**config.mk**
```make
export PLATFORM = sky130hd
export DESIGN_NAME = port_cmd_unit
export DESIGN_NICKNAME = d
export VERILOG_FILES = /design/src/rtl/port_cmd_pkg.sv /design/src/rtl/port_half_assembler.sv /design/src/rtl/port_cmd_decode.sv /design/src/rtl/port_state_regs.sv /design/src/rtl/port_cmd_unit.sv
export SDC_FILE = /design/constraint.sdc
export NUM_CORES = 1
export LEC_CHECK = 0
export BUFFER_PORTS_ARGS = -buffer_cell sky130_fd_sc_hd__buf_2
export CORE_UTILIZATION = 40
export CTS_CLUSTER_DIAMETER = 80
export DETAILED_ROUTE_END_ITERATION = 7
export PLACE_DENSITY_LB_ADDON = 0.25
export REMOVE_ABC_BUFFERS = 1
export SLEW_MARGIN = 0
export SYNTH_ARGS = -nofsm -noshare
export SYNTH_HDL_FRONTEND = slang
export SYNTH_SLANG_ARGS = --single-unit
```
**constraint.sdc**
```tcl
create_clock -name clk -period 2.6 [get_ports clk]
set_input_delay 0.26 -clock clk [delete_from_list [all_inputs] [get_ports clk]]
set_output_delay 0.26 -clock clk [all_outputs]
set_load 0.02 [all_outputs]
```
**src/rtl/port_cmd_pkg.sv**
```systemverilog
package port_cmd_pkg;

    localparam int HALF_W   = 16;
    localparam int WORD_W   = 2 * HALF_W;
    localparam int CODE_W   = 4;
    localparam int NUM_CMDS = 5;

    // Positions in the pulse vector equal the command code.
    typedef enum logic [CODE_W-1:0] {
        PC_SWRESET  = 4'd0,
        PC_SELFTEST = 4'd1,
        PC_ALTPTR   = 4'd2,
        PC_DUMP     = 4'd3,
        PC_ATTN     = 4'd4
    } port_code_e;

    localparam logic [WORD_W-1:0] CFG_PTR_RST = 32'h00FF_FFF4;
    localparam logic [HALF_W-1:0] LINK_RST    = 16'h8000;
    localparam logic [WORD_W-1:0] RESULT_OFS  = 32'd4;

endpackage

```
**src/rtl/port_half_assembler.sv**
```systemverilog
module port_half_assembler #(
    parameter int HALF_W = 16,
    localparam int WORD_W = 2 * HALF_W
) (
    input  logic              clk,
    input  logic              rst_n,
    input  logic              wr_en,
    input  logic [HALF_W-1:0] wr_data,
    output logic              word_valid_o,
    output logic [WORD_W-1:0] word_o
);

    typedef struct packed {
        logic              upper;
        logic [HALF_W-1:0] low;
    } asm_t;

    asm_t asm_d, asm_q;

    always_comb begin
        asm_d = asm_q;
        if (wr_en) begin
            if (!asm_q.upper) begin
                asm_d.low   = wr_data;
                asm_d.upper = 1'b1;
            end else begin
                asm_d.upper = 1'b0;
            end
        end
        word_valid_o = wr_en && asm_q.upper;
        word_o       = {wr_data, asm_q.low};
    end

    always_ff @(posedge clk or negedge rst_n) begin
        if (!rst_n) begin
            asm_q <= '0;
        end else begin
            asm_q <= asm_d;
        end
    end

    // every accepted write flips the toggle
    a_r1_toggle_flips: assert property (@(posedge clk) disable iff (!rst_n)
        wr_en |=> (asm_q.upper != $past(asm_q.upper)));

    // no write, no change of phase
    a_r1_toggle_holds: assert property (@(posedge clk) disable iff (!rst_n)
        !wr_en |=> $stable(asm_q.upper));

endmodule

```
**src/rtl/port_cmd_decode.sv**
```systemverilog
module port_cmd_decode #(
    parameter int WORD_W   = 32,
    parameter int CODE_W   = 4,
    parameter int NUM_CMDS = 5
) (
    input  logic                clk,
    input  logic                rst_n,
    input  logic                word_valid_i,
    input  logic [WORD_W-1:0]   word_i,
    output logic [NUM_CMDS-1:0] hit_o,
    output logic [WORD_W-1:0]   addr_d_o,
    output logic [NUM_CMDS-1:0] pulse_o,
    output logic [WORD_W-1:0]   addr_o,
    output logic                illegal_o
);

    typedef struct packed {
        logic [NUM_CMDS-1:0] pulse;
        logic [WORD_W-1:0]   addr;
        logic                illegal;
    } dec_t;

    dec_t dec_d, dec_q;

    logic [CODE_W-1:0] code;
    logic              illegal_now;

    assign code     = word_i[CODE_W-1:0];
    assign addr_d_o = {word_i[WORD_W-1:CODE_W], {CODE_W{1'b0}}};

    for (genvar gi = 0; gi < NUM_CMDS; gi++) begin : g_hit
        assign hit_o[gi] = word_valid_i && (code == CODE_W'(gi));
    end

    assign illegal_now = word_valid_i && (code >= CODE_W'(NUM_CMDS));

    always_comb begin
        dec_d       = dec_q;
        dec_d.pulse = hit_o;
        if (|hit_o) begin
            dec_d.addr = addr_d_o;
        end
        if (illegal_now) begin
            dec_d.illegal = 1'b1;
        end
    end

    always_ff @(posedge clk or negedge rst_n) begin
        if (!rst_n) begin
            dec_q <= '0;
        end else begin
            dec_q <= dec_d;
        end
    end

    assign pulse_o   = dec_q.pulse;
    assign addr_o    = dec_q.addr;
    assign illegal_o = dec_q.illegal;

    // at most one command pulse at a time
    a_r2_onehot: assert property (@(posedge clk) disable iff (!rst_n)
        $onehot0(dec_q.pulse));

    // a pulse only follows a completed word
    a_r2_after_word: assert property (@(posedge clk) disable iff (!rst_n)
        (|dec_q.pulse) |-> $past(word_valid_i));

    // an unknown code gives no pulse
    a_r7_no_pulse: assert property (@(posedge clk) disable iff (!rst_n)
        (word_valid_i && (word_i[CODE_W-1:0] >= CODE_W'(NUM_CMDS))) |=> (dec_q.pulse == '0));

    // the error flag is sticky
    a_r7_sticky: assert property (@(posedge clk) disable iff (!rst_n)
        dec_q.illegal |=> dec_q.illegal);

    // delivered address never carries code bits
    a_r3_addr_clean: assert property (@(posedge clk) disable iff (!rst_n)
        (|dec_q.pulse) |-> (dec_q.addr[CODE_W-1:0] == '0));

endmodule

```
**src/rtl/port_state_regs.sv**
```systemverilog
module port_state_regs #(
    parameter int ADDR_W = 32,
    parameter int LINK_W = 16,
    parameter logic [ADDR_W-1:0] CFG_RST  = 32'h00FF_FFF4,
    parameter logic [LINK_W-1:0] LINK_RST = 16'h8000
) (
    input  logic              clk,
    input  logic              rst_n,
    input  logic              sw_reset_i,
    input  logic              alt_load_i,
    input  logic [ADDR_W-1:0] addr_i,
    input  logic              irq_raise_i,
    input  logic              link_we_i,
    input  logic [LINK_W-1:0] link_val_i,
    output logic [ADDR_W-1:0] cfg_ptr_o,
    output logic [LINK_W-1:0] link_o,
    output logic              irq_o
);

    typedef struct packed {
        logic [ADDR_W-1:0] cfg;
        logic [LINK_W-1:0] link;
        logic              irq;
    } st_t;

    st_t st_d, st_q;

    always_comb begin
        st_d = st_q;
        if (link_we_i) begin
            st_d.link = link_val_i;
        end
        if (irq_raise_i) begin
            st_d.irq = 1'b1;
        end
        if (alt_load_i) begin
            st_d.cfg = addr_i;
        end
        if (sw_reset_i) begin
            st_d.cfg  = CFG_RST;
            st_d.link = LINK_RST;
            st_d.irq  = 1'b0;
        end
    end

    always_ff @(posedge clk or negedge rst_n) begin
        if (!rst_n) begin
            st_q.cfg  <= CFG_RST;
            st_q.link <= LINK_RST;
            st_q.irq  <= 1'b0;
        end else begin
            st_q <= st_d;
        end
    end

    assign cfg_ptr_o = st_q.cfg;
    assign link_o    = st_q.link;
    assign irq_o     = st_q.irq;

    // software reset restores all three values
    a_r5_sw_reset: assert property (@(posedge clk) disable iff (!rst_n)
        sw_reset_i |=> (st_q.cfg == CFG_RST && st_q.link == LINK_RST && !st_q.irq));

    // alternate pointer load takes the address
    a_r6_alt_load: assert property (@(posedge clk) disable iff (!rst_n)
        alt_load_i |=> (st_q.cfg == $past(addr_i)));

    // pointer moves only on reset or alternate load
    a_r10_cfg_stable: assert property (@(posedge clk) disable iff (!rst_n)
        (!alt_load_i && !sw_reset_i) |=> $stable(st_q.cfg));

    // the request stays pending until a software reset
    a_r9_irq_holds: assert property (@(posedge clk) disable iff (!rst_n)
        (st_q.irq && !sw_reset_i) |=> st_q.irq);

endmodule

```
**src/rtl/port_cmd_unit.sv**
```systemverilog
module port_cmd_unit
    import port_cmd_pkg::*;
(
    input  logic              clk,
    input  logic              rst_n,
    input  logic              wr_en,
    input  logic [HALF_W-1:0] wr_data,
    input  logic              irq_raise,
    input  logic              link_we,
    input  logic [HALF_W-1:0] link_val,
    output logic              pulse_reset,
    output logic              pulse_selftest,
    output logic              pulse_altptr,
    output logic              pulse_dump,
    output logic              pulse_attn,
    output logic [WORD_W-1:0] cmd_addr,
    output logic [WORD_W-1:0] selftest_addr,
    output logic [WORD_W-1:0] cfg_ptr,
    output logic [HALF_W-1:0] link_status,
    output logic              irq_pending,
    output logic              illegal_cmd
);

    logic                word_valid;
    logic [WORD_W-1:0]   word;
    logic [NUM_CMDS-1:0] hit;
    logic [WORD_W-1:0]   addr_d;
    logic [NUM_CMDS-1:0] pulse;

    port_half_assembler #(.HALF_W(HALF_W)) u_asm (
        .clk          (clk),
        .rst_n        (rst_n),
        .wr_en        (wr_en),
        .wr_data      (wr_data),
        .word_valid_o (word_valid),
        .word_o       (word)
    );

    port_cmd_decode #(
        .WORD_W   (WORD_W),
        .CODE_W   (CODE_W),
        .NUM_CMDS (NUM_CMDS)
    ) u_dec (
        .clk          (clk),
        .rst_n        (rst_n),
        .word_valid_i (word_valid),
        .word_i       (word),
        .hit_o        (hit),
        .addr_d_o     (addr_d),
        .pulse_o      (pulse),
        .addr_o       (cmd_addr),
        .illegal_o    (illegal_cmd)
    );

    port_state_regs #(
        .ADDR_W   (WORD_W),
        .LINK_W   (HALF_W),
        .CFG_RST  (CFG_PTR_RST),
        .LINK_RST (LINK_RST)
    ) u_regs (
        .clk         (clk),
        .rst_n       (rst_n),
        .sw_reset_i  (hit[PC_SWRESET]),
        .alt_load_i  (hit[PC_ALTPTR]),
        .addr_i      (addr_d),
        .irq_raise_i (irq_raise),
        .link_we_i   (link_we),
        .link_val_i  (link_val),
        .cfg_ptr_o   (cfg_ptr),
        .link_o      (link_status),
        .irq_o       (irq_pending)
    );

    assign pulse_reset    = pulse[PC_SWRESET];
    assign pulse_selftest = pulse[PC_SELFTEST];
    assign pulse_altptr   = pulse[PC_ALTPTR];
    assign pulse_dump     = pulse[PC_DUMP];
    assign pulse_attn     = pulse[PC_ATTN];
    assign selftest_addr  = cmd_addr + RESULT_OFS;

    // a command pulse never repeats on the next cycle
    a_r2_single_cycle: assert property (@(posedge clk) disable iff (!rst_n)
        (|pulse) |=> (pulse == '0));

endmodule

```
After elaboration in Yosys (flattened, before gate mapping)
Index checks and enable logic that the tools add are counted.

Register bits: 100. Bits in latches: 0. Bits in writable memories: 0. Memory bits (read-only): 0. Input port bits: 37. Output and inout bits: 119. Memories: 0.

Add/subtract/negate cells: 1. $mul: 0. Div/mod/pow operators: 0. Order comparisons: 1. Equal/unequal tests: 4. Shifts and indexed selects: 0. Mux-type cells: 5. Bitwise logic cells: 1. Reduce and logical (&&, ||, !) cells: 13.

Operators by type and width (number): 49-bit 2-to-1 mux (1); 32-bit by 3-bit adder with 32-bit output, second input constant (1); 32-bit 2-to-1 mux (1); 16-bit 2-to-1 mux (1); 4-bit by 2-bit equality test with 1-bit output, second input constant (2); 1-bit logical AND (7); 2-bit nonzero test (3); 5-bit OR reduction (1); 4-bit by 1-bit equality test with 1-bit output, second input constant (1); 4-bit by 3-bit equality test with 1-bit output, second input constant (1); 4-bit by 3-bit greater-or-equal comparator with 1-bit output, second input constant (1); 4-bit zero test (1); 1-bit 2-to-1 mux (2); 2-bit AND reduction (1); 1-bit NOT (1).

Logic depth before layout (Yosys ltp)
Word-level depth: 4. Depth in mapped cells: 5. Gate-level depth less buffers: 3.

Hierarchy
From an unflattened synthesis, not the netlist that was laid out.

Cell total of the unflattened synthesis: 428. Area total of the unflattened synthesis: 5227.5 µm².

Modules (own cells, without submodules): port_state_regs (instances 1, cells an instance 159, area an instance 2053.2 µm², sequential area each 1253.7 µm²); port_cmd_decode (instances 1, cells an instance 116, area an instance 1649.1 µm², sequential area each 850.8 µm²); port_half_assembler (instances 1, cells an instance 70, area an instance 944.7 µm², sequential area each 425.4 µm²); port_cmd_unit (instances 1, cells an instance 83, area an instance 580.6 µm², sequential area each 0.0 µm²).

Least setup slack after synthesis
Ideal clock, no wire load.

Kind: reg-to-reg. From: reg u_asm.asm_q, in the netlist u_asm.word_o[0]. To: reg u_dec.dec_q, in the netlist u_dec.addr_o[11]. Setup time: 125 ps. Data arrival time: 1507 ps. Required time: 2475 ps. Slack: 968 ps. Stages on the path, launching flop included: 6. Path buffers: 2. Period minus slack after synthesis: 1632 ps. Cells stage by stage: dfrtp_1 > or2_4 > a211o_1 > buf_6 > buf_12 > mux2_4.

Longest elaborated chain between the ends: 3. Elaborated cells between the ends (all ways): 11. Classes of those cells: 4 x eq/ne; 7 x reduce/logical.

RTL lines: start: declaration (RTL line port_half_assembler.sv:18) `asm_t asm_d, asm_q;`; start signal: assignment (RTL line port_half_assembler.sv:38) `asm_q <= asm_d;`; 4-bit by 1-bit equality test with 1-bit output, or another cell as far along (RTL line port_cmd_decode.sv:32) `assign hit_o[gi] = word_valid_i && (code == CODE_W'(gi));`; 1-bit logical AND (RTL line port_cmd_decode.sv:32); 5-bit OR reduction * (RTL line port_cmd_decode.sv:40) `if (|hit_o) begin`; end signal: assignment (RTL line port_cmd_decode.sv:50) `dec_q <= '0;`; end signal: assignment (RTL line port_cmd_decode.sv:52) `dec_q <= dec_d;`; end: declaration (RTL line port_cmd_decode.sv:23) `dec_t dec_d, dec_q;`.

Mark *: on every way between the ends. The rest lies on a longest branch, timed or not. A chain may end at the register's enable or synchronous reset.

Worst setup path in the final report
From: reg u_asm.asm_q, in the netlist u_asm.word_o[0]. To: reg u_dec.dec_q, in the netlist u_dec.addr_o[26].

Same word-level chain as after synthesis.

==> run metrics <==
clock latency on the worst-skew pair 0.36 ns; die area 11100 um^2; Syn-to-layout area delta 18.8%; Yosys top cell area share 43.9%; initial antenna violation count 0; filler cell count in the final layout 933; clock-pin slew on the worst setup and hold paths 0.10 ns; crit path max-delay cell type a211o_2; CP top delay family compound AO/OA/AOI/OAI gates; critical-path maximum fanout 28; die span in y 105 um; number of global-route vias before repair 2567; root buffer cell clkbuf_8; asr flop ratio synth 100%; Min Clock Period, post-route 1.90 ns; RSZ-0062 raised after global routing no; first-pass GRT wire length 13200 um; instance count of the mapped netlist 314; Initial DRC Count 84; Psw 2680 uW; Critical Path RT 2.85 ns; internal power 4090 uW; count of state elements after synthesis 97; Post-route DRC 0; synthesized area 4270 um^2; Hold Crit Depth 2; critical path depth 3; area leader, netlist dfrtp_1; global placement routability congestion 0.702; sequential area share after synthesis 57.5%; kind of critical path reg -> reg; First-pass DRT Iterations 3; post-synthesis mux area share 23.7%; hpwl dp 5600 um; post-synthesis xor/xnor area fraction 0.205%; clock sinks 97; Leakage 0.00254 uW; CP Cell Sequence or2_4 > a211o_2 > mux2_4; synth top area cells dfrtp_1 (44%), dfstp_2 (14%), mux2_2 (11%); Setup TNS 0 ns; Total Power 6770 uW; final setup fails 0; Syn Area/Cell 13.6 um^2; Flop pwr share 39.6%; Via-to-Cell Ratio 4.54; TritonCTS Buffers 9; diode count 0; slew of the pin with the lowest slew margin 0.870 ns; Max VDD drop 0.000705 V; clock skew 0.0123 ns; Ports 156; crit share post-route 73.1%; Post-DRT Antenna Nets 0; nets 467; port bufs 144; WL per Instance 14.3 um; Crit path arrival time 2.15 ns; simple-gate share of the synthesized area 7.23%; MaxCap Viol Count 0; Post-Synth Adder-Cell Area 0%; CP Buf/Inv Count 0; largest net degree at the start of global routing 38; outcome finished clean; main combinational cell family by area after synthesis multiplexers; top_reg_cell synth dfrtp_1; CTS tree yes; Worst setup EP type flop; most frequent cell after synthesis dfrtp_1; Final Hold Vio Count 0; nature of the critical path startpoint flop; row cnt 37; min-delay worst type in -> reg; Synth top cells by count dfrtp_1 (75), mux2_2 (40), buf_4 (39); crit-path max cell delay 0.67 ns; H-tree levels 3; routed vias 2593; Final Slew Violations 0; GRT Util Overall 15.4%; synth unique cells 31; post-synthesis compound-gate area fraction 0.996%; Slew HR 42.0%; number of setup buffers added after CTS 0; clk buf depth 2; Ys Warns 0; die width 105 um; Comb pwr share 44.3%; hold_buf cts 1; initial core utilization 41.4%; Clock power frac 16.1%; Max Freq 0.526 GHz; pwr dens 1330 nW/um^2; Register-to-Register Path Depth 3; routed wire length 8140 um; cts repair resizes 0; GR Overflow Total 0; layout cells sized above 1 58.4%; switching share of total power 39.5%; EDFF count, synth 0; Core Region 10300 um^2
stage by stage:
stage	util, %	setup slack (ns)	cells	hold WS (ns)	cell area, um^2
floorplan	-	0.181	269	-0.0356	3910
global placement	46.9	0.728	554	0.250	4840
detailed placement	46.9	0.690	554	0.253	4840
CTS	49.2	0.678	571	0.111	5080
global route	49.2	0.603	571	0.114	5080
finish	49.2	0.699	571	0.110	5080
metal layers:
metal	vias up	global-route usage [%]	part of all wire, %	wire length, um
li1	1213	-	-	-
met1	1256	21.5	48	3880
met2	114	23.2	44	3570
met3	10	4.27	7.2	587
met4	0	4.83	1.2	95
met5	-	0	0	0
worst paths after layout:
path	startpoint	endpoint	slack, ns
max	u_asm.word_o[0]	u_dec.addr_o[26]	0.70
max reg2reg	u_asm.word_o[0]	u_dec.addr_o[26]	0.70
min	wr_en	u_asm.asm_q[16]	0.11
min in group asynchronous	rst_n	u_asm.word_o[14]	0.39
min reg2reg	u_regs.cfg_ptr_o[2]	u_regs.cfg_ptr_o[2]	0.48
max in group asynchronous	rst_n	u_regs.cfg_ptr_o[2]	1.47
sequential cells by signal, indices dropped and copies added (netlist names):
register and count:
u_asm.asm_q 1, u_asm.word_o 16, u_dec.illegal_o 1, u_regs.link_o 16
u_regs.irq_o 1, u_dec.pulse_o 5, u_dec.addr_o 28, u_regs.cfg_ptr_o 29
cell type report:
class,instances,area (um^2),area share (%)
inverter,10,37.5,0.739
clock buffer,9,124,2.44
multi-input combinational,162,1420,28.0
sequential,97,2450,48.3
clock inverter,7,100,1.97
tap,136,170,3.35
timing repair buffer,150,771,15.2
placed cells by master, fill, tap and decap left out, drive strengths merged, types with 2 or more instances in the layout:
master	n
a211o	2
nor2	18
nor2b	2
nand2b	18
buf	149
mux2i	23
bufinv	2
mux2	63
dfstp	22
conb	11
and2b	2
nand2	11
inv	13
o21bai	2
clkinv	2
clkbuf	9
or2b	2
dfrtp	75
cell families (layout without fill, tap and decap cells):
| group | after synthesis | after routing |
|---|---|---|
| compound gates | 6 | 6 |
| xor+xnor | 1 | 1 |
| buf+inv | 64 | 176 |
| flops | 97 | 97 |
| mux | 86 | 86 |
| other cells | 2 | 11 |
| simple gates | 58 | 58 |
power groups by stage:
| stage | combinational, uW | clock, uW | sequential [uW] |
|---|---|---|---|
| 2_1_floorplan | 1040 | 0 | 3630 |
| 5_1_grt | 3220 | 1180 | 2780 |
| 6_report | 3000 | 1090 | 2680 |
| 3_5_place_dp | 3050 | 0 | 2710 |
| 4_1_cts | 3050 | 1120 | 2690 |
| 3_3_place_gp | 3010 | 0 | 2690 |
No activity file was read; power rests on OpenSTA's default activity.
